<file path="config.mk">
export PLATFORM = sky130hd
export DESIGN_NAME = pss_top
export DESIGN_NICKNAME = d
export VERILOG_FILES = /design/src/rtl/pss_pkg.sv /design/src/rtl/pss_decode.sv /design/src/rtl/pss_order.sv /design/src/rtl/pss_stage.sv /design/src/rtl/pss_top.sv
export SDC_FILE = /design/constraint.sdc
export NUM_CORES = 1
export LEC_CHECK = 0
export ABC_AREA = 1
export BUFFER_PORTS_ARGS = -buffer_cell sky130_fd_sc_hd__buf_2
export CAP_MARGIN = 15
export CORE_MARGIN = 2
export CORE_UTILIZATION = 35
export CTS_CLUSTER_DIAMETER = 50
export CTS_CLUSTER_SIZE = 16
export DETAILED_ROUTE_END_ITERATION = 6
export PLACE_DENSITY_LB_ADDON = 0.1
export SYNTH_ARGS = -nofsm -noshare
export SYNTH_HDL_FRONTEND = slang
export SYNTH_SLANG_ARGS = --single-unit
</file>
<file path="constraint.sdc">
create_clock -name clk -period 4.8 [get_ports clk]
set_input_delay 0.24 -clock clk [delete_from_list [all_inputs] [get_ports clk]]
set_output_delay 0.24 -clock clk [all_outputs]
set_load 0.02 [all_outputs]
</file>
<file path="src/rtl/pss_pkg.sv">
package pss_pkg;
  typedef enum logic {
    SRC_PALETTE = 1'b0,
    SRC_DIRECT  = 1'b1
  } src_e;

  localparam int unsigned CHAN_W_DEF = 8;
  localparam int unsigned WORD_W_DEF = 32;
  localparam int unsigned IDX_W_DEF  = 8;
endpackage

</file>
<file path="src/rtl/pss_decode.sv">
module pss_decode
  import pss_pkg::*;
#(
  parameter int unsigned CTRL_W = 32,
  parameter int unsigned KEY_W  = 8,
  parameter logic [KEY_W-1:0] KEY = 8'h03,
  parameter int unsigned DIR_W  = 32,
  parameter int unsigned CHAN_W = 8,
  localparam int unsigned RGB_W = 3 * CHAN_W
) (
  input  logic [CTRL_W-1:0] ctrl,
  input  logic              deep_en,
  input  logic [DIR_W-1:0]  direct,
  output src_e              src,
  output logic [RGB_W-1:0]  direct_rgb
);
  logic [KEY_W-1:0] tag;

  assign tag = ctrl[CTRL_W-1 -: KEY_W];

  always_comb begin
    src = SRC_PALETTE;
    if (deep_en && (tag == KEY)) src = SRC_DIRECT;
  end

  // Low three channel bytes of the direct word, red highest; top byte dropped.
  assign direct_rgb = direct[RGB_W-1:0];
endmodule

</file>
<file path="src/rtl/pss_order.sv">
module pss_order #(
  parameter int unsigned CHAN_W = 8,
  localparam int unsigned RGB_W = 3 * CHAN_W
) (
  input  logic [RGB_W-1:0] rgb_in,
  input  logic             swap_rb,
  output logic [RGB_W-1:0] rgb_out
);
  logic [CHAN_W-1:0] ch [3];

  genvar g;
  generate
    for (g = 0; g < 3; g++) begin : g_split
      assign ch[g] = rgb_in[g*CHAN_W +: CHAN_W];
    end
  endgenerate

  always_comb begin
    if (swap_rb) rgb_out = {ch[0], ch[1], ch[2]};
    else         rgb_out = {ch[2], ch[1], ch[0]};
  end
endmodule

</file>
<file path="src/rtl/pss_stage.sv">
module pss_stage #(
  parameter int unsigned W = 8
) (
  input  logic         clk,
  input  logic         rst_n,
  input  logic         adv,
  input  logic         in_vld,
  input  logic [W-1:0] in_data,
  output logic         out_vld,
  output logic [W-1:0] out_data
);
  always_ff @(posedge clk) begin
    if (!rst_n) begin
      out_vld <= 1'b0;
    end else if (adv) begin
      out_vld <= in_vld;
    end
  end

  always_ff @(posedge clk) begin
    if (adv && in_vld) out_data <= in_data;
  end
endmodule

</file>
<file path="src/rtl/pss_top.sv">
module pss_top
  import pss_pkg::*;
#(
  parameter int unsigned IDX_W  = IDX_W_DEF,
  parameter int unsigned WORD_W = WORD_W_DEF,
  parameter int unsigned CHAN_W = CHAN_W_DEF,
  parameter int unsigned KEY_W  = 8,
  parameter logic [KEY_W-1:0] KEY = 8'h03,
  localparam int unsigned RGB_W = 3 * CHAN_W,
  localparam int unsigned A_W   = RGB_W + 2
) (
  input  logic              clk,
  input  logic              rst_n,
  input  logic              deep_en,
  input  logic              bgr_order,
  input  logic              in_valid,
  output logic              in_ready,
  input  logic [IDX_W-1:0]  in_index,
  input  logic [WORD_W-1:0] in_direct,
  input  logic [WORD_W-1:0] in_ctrl,
  output logic              pal_rd_en,
  output logic [IDX_W-1:0]  pal_rd_idx,
  input  logic [RGB_W-1:0]  pal_rdata,
  output logic              out_valid,
  input  logic              out_ready,
  output logic [RGB_W-1:0]  out_rgb
);
  logic             adv;
  src_e             dec_src;
  logic [RGB_W-1:0] dec_rgb;
  logic [A_W-1:0]   a_in, a_q;
  logic             a_valid;
  src_e             a_src;
  logic             a_swap;
  logic [RGB_W-1:0] a_rgb, picked, ordered;

  assign adv        = !out_valid || out_ready;
  assign in_ready   = adv;
  assign pal_rd_en  = adv;
  assign pal_rd_idx = in_index;

  pss_decode #(
    .CTRL_W(WORD_W), .KEY_W(KEY_W), .KEY(KEY), .DIR_W(WORD_W), .CHAN_W(CHAN_W)
  ) u_decode (
    .ctrl(in_ctrl), .deep_en(deep_en), .direct(in_direct),
    .src(dec_src), .direct_rgb(dec_rgb)
  );

  assign a_in = {dec_src == SRC_DIRECT, bgr_order, dec_rgb};

  // Stage A: aligned with the palette memory read.
  pss_stage #(.W(A_W)) u_stage_a (
    .clk(clk), .rst_n(rst_n), .adv(adv), .in_vld(in_valid), .in_data(a_in),
    .out_vld(a_valid), .out_data(a_q)
  );

  assign a_src  = a_q[A_W-1] ? SRC_DIRECT : SRC_PALETTE;
  assign a_swap = a_q[A_W-2];
  assign a_rgb  = a_q[RGB_W-1:0];
  assign picked = (a_src == SRC_DIRECT) ? a_rgb : pal_rdata;

  pss_order #(.CHAN_W(CHAN_W)) u_order (
    .rgb_in(picked), .swap_rb(a_swap), .rgb_out(ordered)
  );

  // Stage B: output register.
  pss_stage #(.W(RGB_W)) u_stage_b (
    .clk(clk), .rst_n(rst_n), .adv(adv), .in_vld(a_valid), .in_data(ordered),
    .out_vld(out_valid), .out_data(out_rgb)
  );

  AST_OUT_HOLD: assert property (@(posedge clk) disable iff (!rst_n)
    (out_valid && !out_ready) |=> (out_valid && $stable(out_rgb)));

  AST_ACCEPT_FILLS_A: assert property (@(posedge clk) disable iff (!rst_n)
    (in_valid && in_ready) |=> a_valid);

  AST_A_DRAINS: assert property (@(posedge clk) disable iff (!rst_n)
    (a_valid && in_ready) |=> out_valid);

  AST_NONKEY_PALETTE: assert property (@(posedge clk) disable iff (!rst_n)
    (in_valid && in_ready && (in_ctrl[WORD_W-1 -: KEY_W] != KEY))
      |=> (a_src == SRC_PALETTE));

  AST_SHALLOW_PALETTE: assert property (@(posedge clk) disable iff (!rst_n)
    (in_valid && in_ready && !deep_en) |=> (a_src == SRC_PALETTE));
endmodule

</file>
==> metrics.yaml, run 1 <==
sta:
  hold_viol: 0
  rsz0062_at_grt: "false"
  worst_pin_slew_ns: 1.08
  setup_ws_ns: 3.07
  min_period_ns: 1.73
  setup-tns-final_ns: 0
  holdWs_ns: 0.101
  finalCritPeriodShare: 0.360
  max-slew-margin-rel: 0.280
  timing.fmax_mhz: 578
  setup_viol: 0
  drv_slew: 0
  skew_ns: 0.00514
detailed_routing:
  drtIter0Drc: 127
  routed_wl_um: 4570
  wl_per_cell_um: 12.0
  drc: 0
  detail-route-antenna-nets: 0
  first_pass_iters: 4
  viasPerCell: 4.38
  vias: 1672
grt:
  first_global_vias: 1618
  antenna_found_initial: 0
  grt_max_degree: 27
  grt_pass1_wl_um: 7360
  grt_usage: 0.130
  grt_overflow: 0
clock_network:
  cts_buffers: 5
  htreeDepth: 2
  post_cts_resized: 0
  clockBufferDepth: 2
  clockRootBuffer: "clkbuf_8"
  post_cts_buffers: 0
  cts_tree: "done"
  clock-sinks: 52
  insertion_delay_ns: 0.30
  path_clk_slew_ns: 0.10
  ctsHoldBuffers: 0
synth:
  syn_nets: 327
  yosysWarnings: 0
  syn_inst: 225
  synth_area_leader_cell: "edfxtp_1"
  ys_ff_latch: 52
  synth.area.top_cells: "edfxtp_1, nand2_1, nand3_1"
  syn_avg_cell_area_sq_um: 10.5
  yosysTopAreaCellShare: 0.637
  netlist_area_sq_um: 2360
  synth_cell_types: 14
  yosysSeqAreaShare: 0.654
final_layout:
  area_growth_pct: 20.9
  layout-drive-gt1-share: 0.367
  diodes: 0
  fillers: 647
  layout.nets: 406
  final_cell_count_no_fill: 382
  utilization: 0.444
worst_setup_path:
  r2r_end: "u_stage_a.out_data[2]"
  max_stage_delay_ns: 0.78
  critPathLaunch: "u_stage_b.out_vld"
  reg2regPathDepth: 3
  crit_path_end: "u_stage_a.out_data[2]"
  worstPathCellList: "nand2_1, nand2_1, inv_1"
  cp_common_cell: "nand2_1"
  crit_arrival_ns: 1.66
  worstPathRequired_ns: 4.73
  start_kind: "flip-flop"
  path_class: "flip-flop to flip-flop"
  r2r-start: "u_stage_b.out_vld"
  crit_fanout: 26
  r2r_setup_slack_ns: 3.07
  worst_path_max_delay_cell: "inv_1"
  crit_path_end_kind: "flip-flop"
placed_design:
  io_buffers: 88
  dp_hpwl_um: 3010
  dp.cells: 374
  finalWeightedCongestion: 0.688
  place_ws_ns: 2.98
power:
  peakVddDrop_v: 0.000130
  power_density_nw_per_um2: 317
  leakage_nw: 1.39
die:
  die-area_sq_um: 7400
  initial_core_util: 0.367
  ios: 137
  die_h_um: 86.0
  dieWidth_um: 86.0
  core_area_sq_um: 6420
  num_rows: 29
worst_hold_path:
  hold_path_class: "input pin to flip-flop"
  hold_depth: 1
  min-delay-start: "in_direct[7]"
run:
  maxCapViolCount: 0
outcome:
  status: "finished clean"
==> metal layers <==
metal,share of wire,track usage,vias to the layer above
li1,-,-,868
met1,0.42,0.149,741
met2,0.50,0.233,57
met3,0.064,0.0366,6
met4,0.013,0.0447,0
met5,0,0,-
==> sequential cells by signal, summed over array words and instances (netlist names) <==
signal and count:
u_stage_a.out_data 26, u_stage_b.out_data 24, u_stage_a.out_vld 1, u_stage_b.out_vld 1
==> report_power, final <==
| part | internal [mW] | switching [mW] |
|---|---|---|
| sequential | 0.530 | 0.0117 |
| combinational | 0.0431 | 0.0648 |
| clock | 0.104 | 0.151 |
| total | 0.677 | 0.227 |
==> cells by family (layout without fill, tap and decap cells) <==
group / after synthesis / after routing / synth area share
and+or+nand+nor: 114 / 114 / 0.212
buffers and inverters: 56 / 136 / 0.127
DFF: 52 / 52 / 0.654
AOI/OAI and AO/OA: 3 / 3 / 0.00637
==> worst min-delay path by stage <==
stage                                   to
floorplan            u_stage_a.out_data[0]
global placement     u_stage_a.out_data[7]
detailed placement   u_stage_a.out_data[7]
CTS                 u_stage_a.out_data[15]
global route        u_stage_a.out_data[15]
finish               u_stage_a.out_data[7]
==> through the flow <==
step / area (sq um) / total power, mW
finish: 2850 / 0.904
global route: 2850 / 0.951
CTS: 2850 / 0.916
detailed placement: 2760 / 0.662
global placement: 2760 / 0.660
floorplan: 2360 / 0.629
==> layout make-up <==
class                      instances  area (sq um)  share of cell area
tap                               77          96.3              0.0338
clock buffer                       5          68.8              0.0242
sequential                        52          1540               0.541
clock inverter                     3          23.8             0.00834
inverter                          39           151              0.0531
timing repair buffer              89           448               0.157
multi-input combinational        117           519               0.182
==> synth_stat cells <==
library cell,n
buf_4,11
a21oi_1,3
buf_6,4
dfxtp_1,2
nor2_1,4
inv_6,1
nand2_1,64
edfxtp_1,50
buf_8,1
inv_1,37
nand2_2,12
buf_2,1
inv_2,1
nand3_1,34
==> cell usage in the layout, fill, tap and decap left out, types with 4 or more instances in the layout <==
cell	n
buf_2	88
inv_1	37
nor2_1	4
clkbuf_8	5
nand2_1	64
edfxtp_1	50
nand3_1	34
nand2_2	12
==> worst max-delay path, delay by kind of cell (launching register included) <==
family	cells	cell delay [ns]
flip-flops	1	0.36
buffers and inverters	1	0.78
AND/OR/NAND/NOR	2	0.20
(Power assumes the default switching activity.)
==> run 2, diff against run 1 <==
--- a/config.mk
+++ b/config.mk
@@ -5,7 +5,7 @@
 export SDC_FILE = /design/constraint.sdc
 export NUM_CORES = 1
 export LEC_CHECK = 0
-export ABC_AREA = 1
+export ABC_AREA = 0
 export BUFFER_PORTS_ARGS = -buffer_cell sky130_fd_sc_hd__buf_2
 export CAP_MARGIN = 15
 export CORE_MARGIN = 2
==> constraint.sdc (replaced) <==
create_clock -name clk -period 1.5 [get_ports clk]
set_input_delay 0.075 -clock clk [delete_from_list [all_inputs] [get_ports clk]]
set_output_delay 0.075 -clock clk [all_outputs]
set_load 0.02 [all_outputs]
==> run 2 against run 1 <==
Compared with the run above:
- critical path depth decreased by 1
- die area fell by 6.5%
- core utilization is 6.4 points higher
- total power grew to 3.4 times the previous value
- cell area is 6.7% higher
- fmax grew 23%
- setup slack got worse by 3.0 ns
- register-to-register slack worse by 3.0 ns
==> metrics.yaml, run 2 <==
outcome:
  status: "finished clean"
detailed_routing:
  detail-route-antenna-nets: 0
  first_pass_iters: 4
  wl_per_cell_um: 14.0
  drc: 0
  drtIter0Drc: 46
  routed_wl_um: 4060
  vias: 1343
  viasPerCell: 4.65
worst_hold_path:
  hold_path_class: "input pin to flip-flop"
synth:
  ys_ff_latch: 52
  synth.area.top_cells: "edfxtp_1, mux4_2, mux2_2"
  async_flop_share: 0
  yosysTopAreaCellShare: 0.684
  synth_ff_type: "edfxtp_1"
  syn_inst: 100
  syn_nets: 202
  yosys-top-cells-count: "edfxtp_1, mux4_2, buf_4, mux2_2"
  synth_area_leader_cell: "edfxtp_1"
  synth_cell_types: 18
  synthMostInstantiatedCell: "edfxtp_1"
  yosysWarnings: 0
  yosysSeqAreaShare: 0.702
  netlist_area_sq_um: 2200
  syn_avg_cell_area_sq_um: 22.0
  synth-edff-count: 50
die:
  dieWidth_um: 83.2
  num_rows: 28
  core_area_sq_um: 5990
  ios: 137
  initial_core_util: 0.367
  die_h_um: 83.2
  die-area_sq_um: 6920
final_layout:
  area_growth_pct: 38.4
  layout_common_cells: "buf_2, edfxtp_1, dlygate4sd3_1"
  largest_reg_flops: 26
  layout_top_registers: "u_stage_a.out_data: 26 flops, u_stage_b.out_data: 24 flops"
  layout_commonest_cell: "buf_2"
  design_area_sq_um: 3040
  final_cell_count_no_fill: 289
  diodes: 0
  layout-drive-gt1-share: 0.589
  top_register: "u_stage_a.out_data"
  layout.nets: 315
sta:
  skew_ns: 0.00557
  timing.fmax_mhz: 714
  setup-tns-final_ns: 0
  rsz0062_at_grt: "false"
  setup_viol: 0
  hold_viol: 0
  finalCritPeriodShare: 0.934
  worst_pin_slew_ns: 0.364
  drv_slew: 0
  max-slew-margin-rel: 0.757
  min_period_ns: 1.40
clock_network:
  clockRootBuffer: "clkbuf_8"
  cts_tree: "done"
  htreeDepth: 2
  path_clk_slew_ns: 0.09
  post_cts_resized: 0
  clockBufferDepth: 2
  post_cts_buffers: 0
  clock-sinks: 52
  insertion_delay_ns: 0.29
  cts_buffers: 5
grt:
  grt_usage: 0.125
  grt.busiest_layer: "met2"
  first_global_vias: 1494
  use_met3: 0.0467
  grt_overflow: 0
  gr-usage-met1: 0.133
  grt_pass1_wl_um: 6850
  grt_max_degree: 27
  antenna_found_initial: 0
  grt_util_met2: 0.227
worst_setup_path:
  r2r_setup_slack_ns: 0.1
  crit_fanout: 8
  crit_path_end_kind: "flip-flop"
  path_class: "flip-flop to flip-flop"
  worstPathRequired_ns: 1.54
  crit_arrival_ns: 1.44
  start_kind: "flip-flop"
power:
  total_power_mw: 3.04
  leakage_nw: 1.20
  peakVddDrop_v: 0.000464
  power_density_nw_per_um2: 1000
placed_design:
  place_area_sq_um: 2670
  dp.cells: 255
  finalWeightedCongestion: 0.737
  io_buffers: 88
run:
  maxCapViolCount: 0
run 2: cell count changes in the layout (fill, tap and decap cells not counted), sizes merged, moves of 2 or more:
cell,before,now
a21oi,3,0
dlygate4sd3,0,26
mux4,0,16
inv,39,1
mux2,0,8
and2,0,2
nor2,4,0
clkinvlp,2,0
nand2,76,0
buf,89,94
nand3,34,0
run 2: critical path, stage by stage (launching register included):
cell      delay (ns)
edfxtp_1        0.40
buf_4           0.22
mux4_2          0.52
run 2: cells by family (layout without fill, tap and decap cells):
logic type             after synthesis  in the layout  share of synthesized area
AOI/OAI and AO/OA                    1              1                    0.00342
buffers and inverters               15            129                     0.0564
DFF                                 52             52                      0.702
muxes                               25             25                      0.213
and+or+nand+nor                      7              7                     0.0251
run 2: area by class of cell:
class	count	area [sq um]
Inverter	1	3.75
Multi-Input combinational cell	33	534
Fill cell	513	2950
Clock inverter	2	35.0
Sequential cell	52	1540
Clock buffer	6	72.6
Timing Repair Buffer	120	758
Tap cell	75	93.8
run 2: final timing paths:
path / start / to / cells past startpoint
setup / recovery: u_stage_a.out_data[25] / u_stage_b.out_data[17] / 2
setup reg to reg: u_stage_a.out_data[25] / u_stage_b.out_data[17] / 2
hold reg to reg: u_stage_a.out_vld / u_stage_b.out_vld / 2
hold / removal: in_ctrl[26] / u_stage_a.out_data[25] / 2
run 2: repair_timing:
action / 4_1_cts / 5_1_grt
hold buffers: 26 / 0
endpoints found under the hold margin: 26 / 0
setup endpoints to repair: 0 / 0
run 2: layer usage:
layer / share of wire / vias to the layer above / wire [um]
met4: 0.0084 / 0 / 34
met2: 0.55 / 57 / 2230
met1: 0.37 / 655 / 1490
met5: 0 / - / 0
met3: 0.075 / 6 / 304
li1: - / 625 / -
run 2: report_power, final:
group | switching, mW | internal [mW] | total [mW]
sequential | 0.0242 | 1.70 | 1.72
clock | 0.430 | 0.495 | 0.925
combinational | 0.172 | 0.223 | 0.394
total | 0.625 | 2.41 | 3.04
run 2: metrics by stage:
stage	hold WS, ns	utilization	setup slack, ns
3_5_place_dp	0.150	0.446	0.0896
3_3_place_gp	0.150	0.446	0.0974
5_1_grt	0.0515	0.507	0.0319
4_1_cts	0.0478	0.507	0.0842
2_1_floorplan	0.174	-	0.0176
6_report	0.0592	0.507	0.0986
==> run 3, diff against run 2 <==
--- a/config.mk
+++ b/config.mk
@@ -10,6 +10,7 @@
 export CAP_MARGIN = 15
 export CORE_MARGIN = 2
 export CORE_UTILIZATION = 35
+export CTS_BUF_LIST = sky130_fd_sc_hd__clkbuf_2 sky130_fd_sc_hd__clkbuf_4 sky130_fd_sc_hd__clkbuf_8
 export CTS_CLUSTER_DIAMETER = 50
 export CTS_CLUSTER_SIZE = 16
 export DETAILED_ROUTE_END_ITERATION = 6
==> constraint.sdc (replaced) <==
create_clock -name clk -period 1.4 [get_ports clk]
set_input_delay 0.07 -clock clk [delete_from_list [all_inputs] [get_ports clk]]
set_output_delay 0.07 -clock clk [all_outputs]
set_load 0.02 [all_outputs]
==> run 3 against run 2 <==
Compared with the run above:
- fmax grew 3.2%
- sequential power grew 8%
- register-to-register slack lost 0.06 ns
- largest cell class unchanged
==> metrics.yaml, run 3 (synthesis results as in run 2) <==
outcome:
  status: "finished clean"
grt:
  grt_pass1_wl_um: 6910
  grt_overflow: 0
  antenna_found_initial: 0
  first_global_vias: 1478
  grt_usage: 0.128
  grt_max_degree: 27
detailed_routing:
  drtIter0Drc: 56
  viasPerCell: 4.71
  drc: 0
  routed_wl_um: 4340
  wl_per_cell_um: 15.1
  vias: 1353
  first_pass_iters: 4
  detail-route-antenna-nets: 0
final_layout:
  diodes: 0
  layout_commonest_cell: "buf_2"
  layout-drive-gt1-share: 0.604
  layout_common_cells: "buf_2, edfxtp_1, dlygate4sd3_1"
  area_growth_pct: 38.4
  top_register: "u_stage_a.out_data"
  design_area_sq_um: 3040
  fillers: 497
  layout_top_registers: "u_stage_a.out_data: 26 flops, u_stage_b.out_data: 24 flops"
  largest_reg_flops: 26
  layout.nets: 314
  final_cell_count_no_fill: 287
placed_design:
  place_area_sq_um: 2660
  dp.cells: 255
  dp_hpwl_um: 3200
  finalWeightedCongestion: 0.714
  io_buffers: 88
die:
  initial_core_util: 0.367
  ios: 137
  dieWidth_um: 83.2
  die-area_sq_um: 6920
  core_area_sq_um: 5990
  num_rows: 28
  die_h_um: 83.2
sta:
  min_period_ns: 1.36
  skew_ns: 0.00642
  max-slew-margin-rel: 0.762
  drv_slew: 0
  finalCritPeriodShare: 0.970
  rsz0062_at_grt: "true"
  setup_viol: 0
  timing.fmax_mhz: 736
  hold_viol: 0
  worst_pin_slew_ns: 0.357
worst_setup_path:
  critPathTopFamily: "multiplexers"
  crit_arrival_ns: 1.39
  crit_fanout: 8
  path_class: "flip-flop to flip-flop"
  crit_buf_inv: 1
  start_kind: "flip-flop"
  crit_path_end_kind: "flip-flop"
  max_stage_delay_ns: 0.51
  worstPathRequired_ns: 1.44
  worst_path_max_delay_cell: "mux4_2"
  worstPathCellList: "buf_6, mux4_2"
clock_network:
  path_clk_slew_ns: 0.08
  clockBufferDepth: 2
  cts_tree: "done"
  cts_buffers: 5
  insertion_delay_ns: 0.29
  clockRootBuffer: "clkbuf_8"
  htreeDepth: 2
  clock-sinks: 52
power:
  leakage_nw: 1.20
  peakVddDrop_v: 0.000477
  power_density_nw_per_um2: 1130
run:
  maxCapViolCount: 0
worst_hold_path:
  hold_path_class: "input pin to flip-flop"
[run 3: timing repair]
item / in CTS / in global routing
setup buffers: 0 / 1
setup endpoints to repair: 1 / 20
hold buffers: 25 / 0
endpoints found under the hold margin: 25 / 0
resized for setup: 0 / 4
[run 3: per-layer routing]
layer | vias up | share of wire | GRT usage
met3 | 7 | 0.068 | 0.0378
met4 | 0 | 0.018 | 0.0537
met2 | 60 | 0.56 | 0.247
li1 | 622 | - | -
met5 | - | 0 | 0
met1 | 664 | 0.35 | 0.125
[run 3: report_power, final]
group	switching, mW	internal (mW)
combinational	0.187	0.236
sequential	0.0276	1.82
clock	0.459	0.703
total	0.673	2.76
[run 3: area by class of cell]
cell class	instances	area (sq um)	area share
inverters	1	3.75	0.00124
well taps	75	93.8	0.0309
multi-input cells	33	528	0.174
flip-flops and latches	52	1540	0.507
clock inverters	2	60.1	0.0198
repair buffers	119	743	0.245
clock buffers	5	68.8	0.0226
[run 3: metrics by stage]
stage / hold slack [ns] / setup WS (ns) / setup TNS [ns] / util / power (mW)
final: 0.00520 / 0.0421 / 0 / 0.507 / 3.43
after global placement: 0.140 / 0.0133 / 0 / 0.444 / 2.24
after global routing: 0.0208 / -0.0181 / -0.0564 / 0.507 / 3.57
after floorplan: 0.169 / 0.0420 / 0 / - / 2.13
after detailed placement: 0.140 / -0.00719 / -0.00719 / 0.444 / 2.26
after CTS: 0.000624 / -0.00982 / -0.00982 / 0.507 / 3.47
[run 3: final timing paths]
path	cells past startpoint	endpoint	slack, ns	start
setup / recovery	2	u_stage_b.out_data[4]	0.04	u_stage_a.out_data[25]
hold / removal	2	u_stage_a.out_vld	0.005	rst_n
setup reg to reg	2	u_stage_b.out_data[4]	0.04	u_stage_a.out_data[25]
hold reg to reg	2	u_stage_b.out_vld	0.49	u_stage_a.out_vld
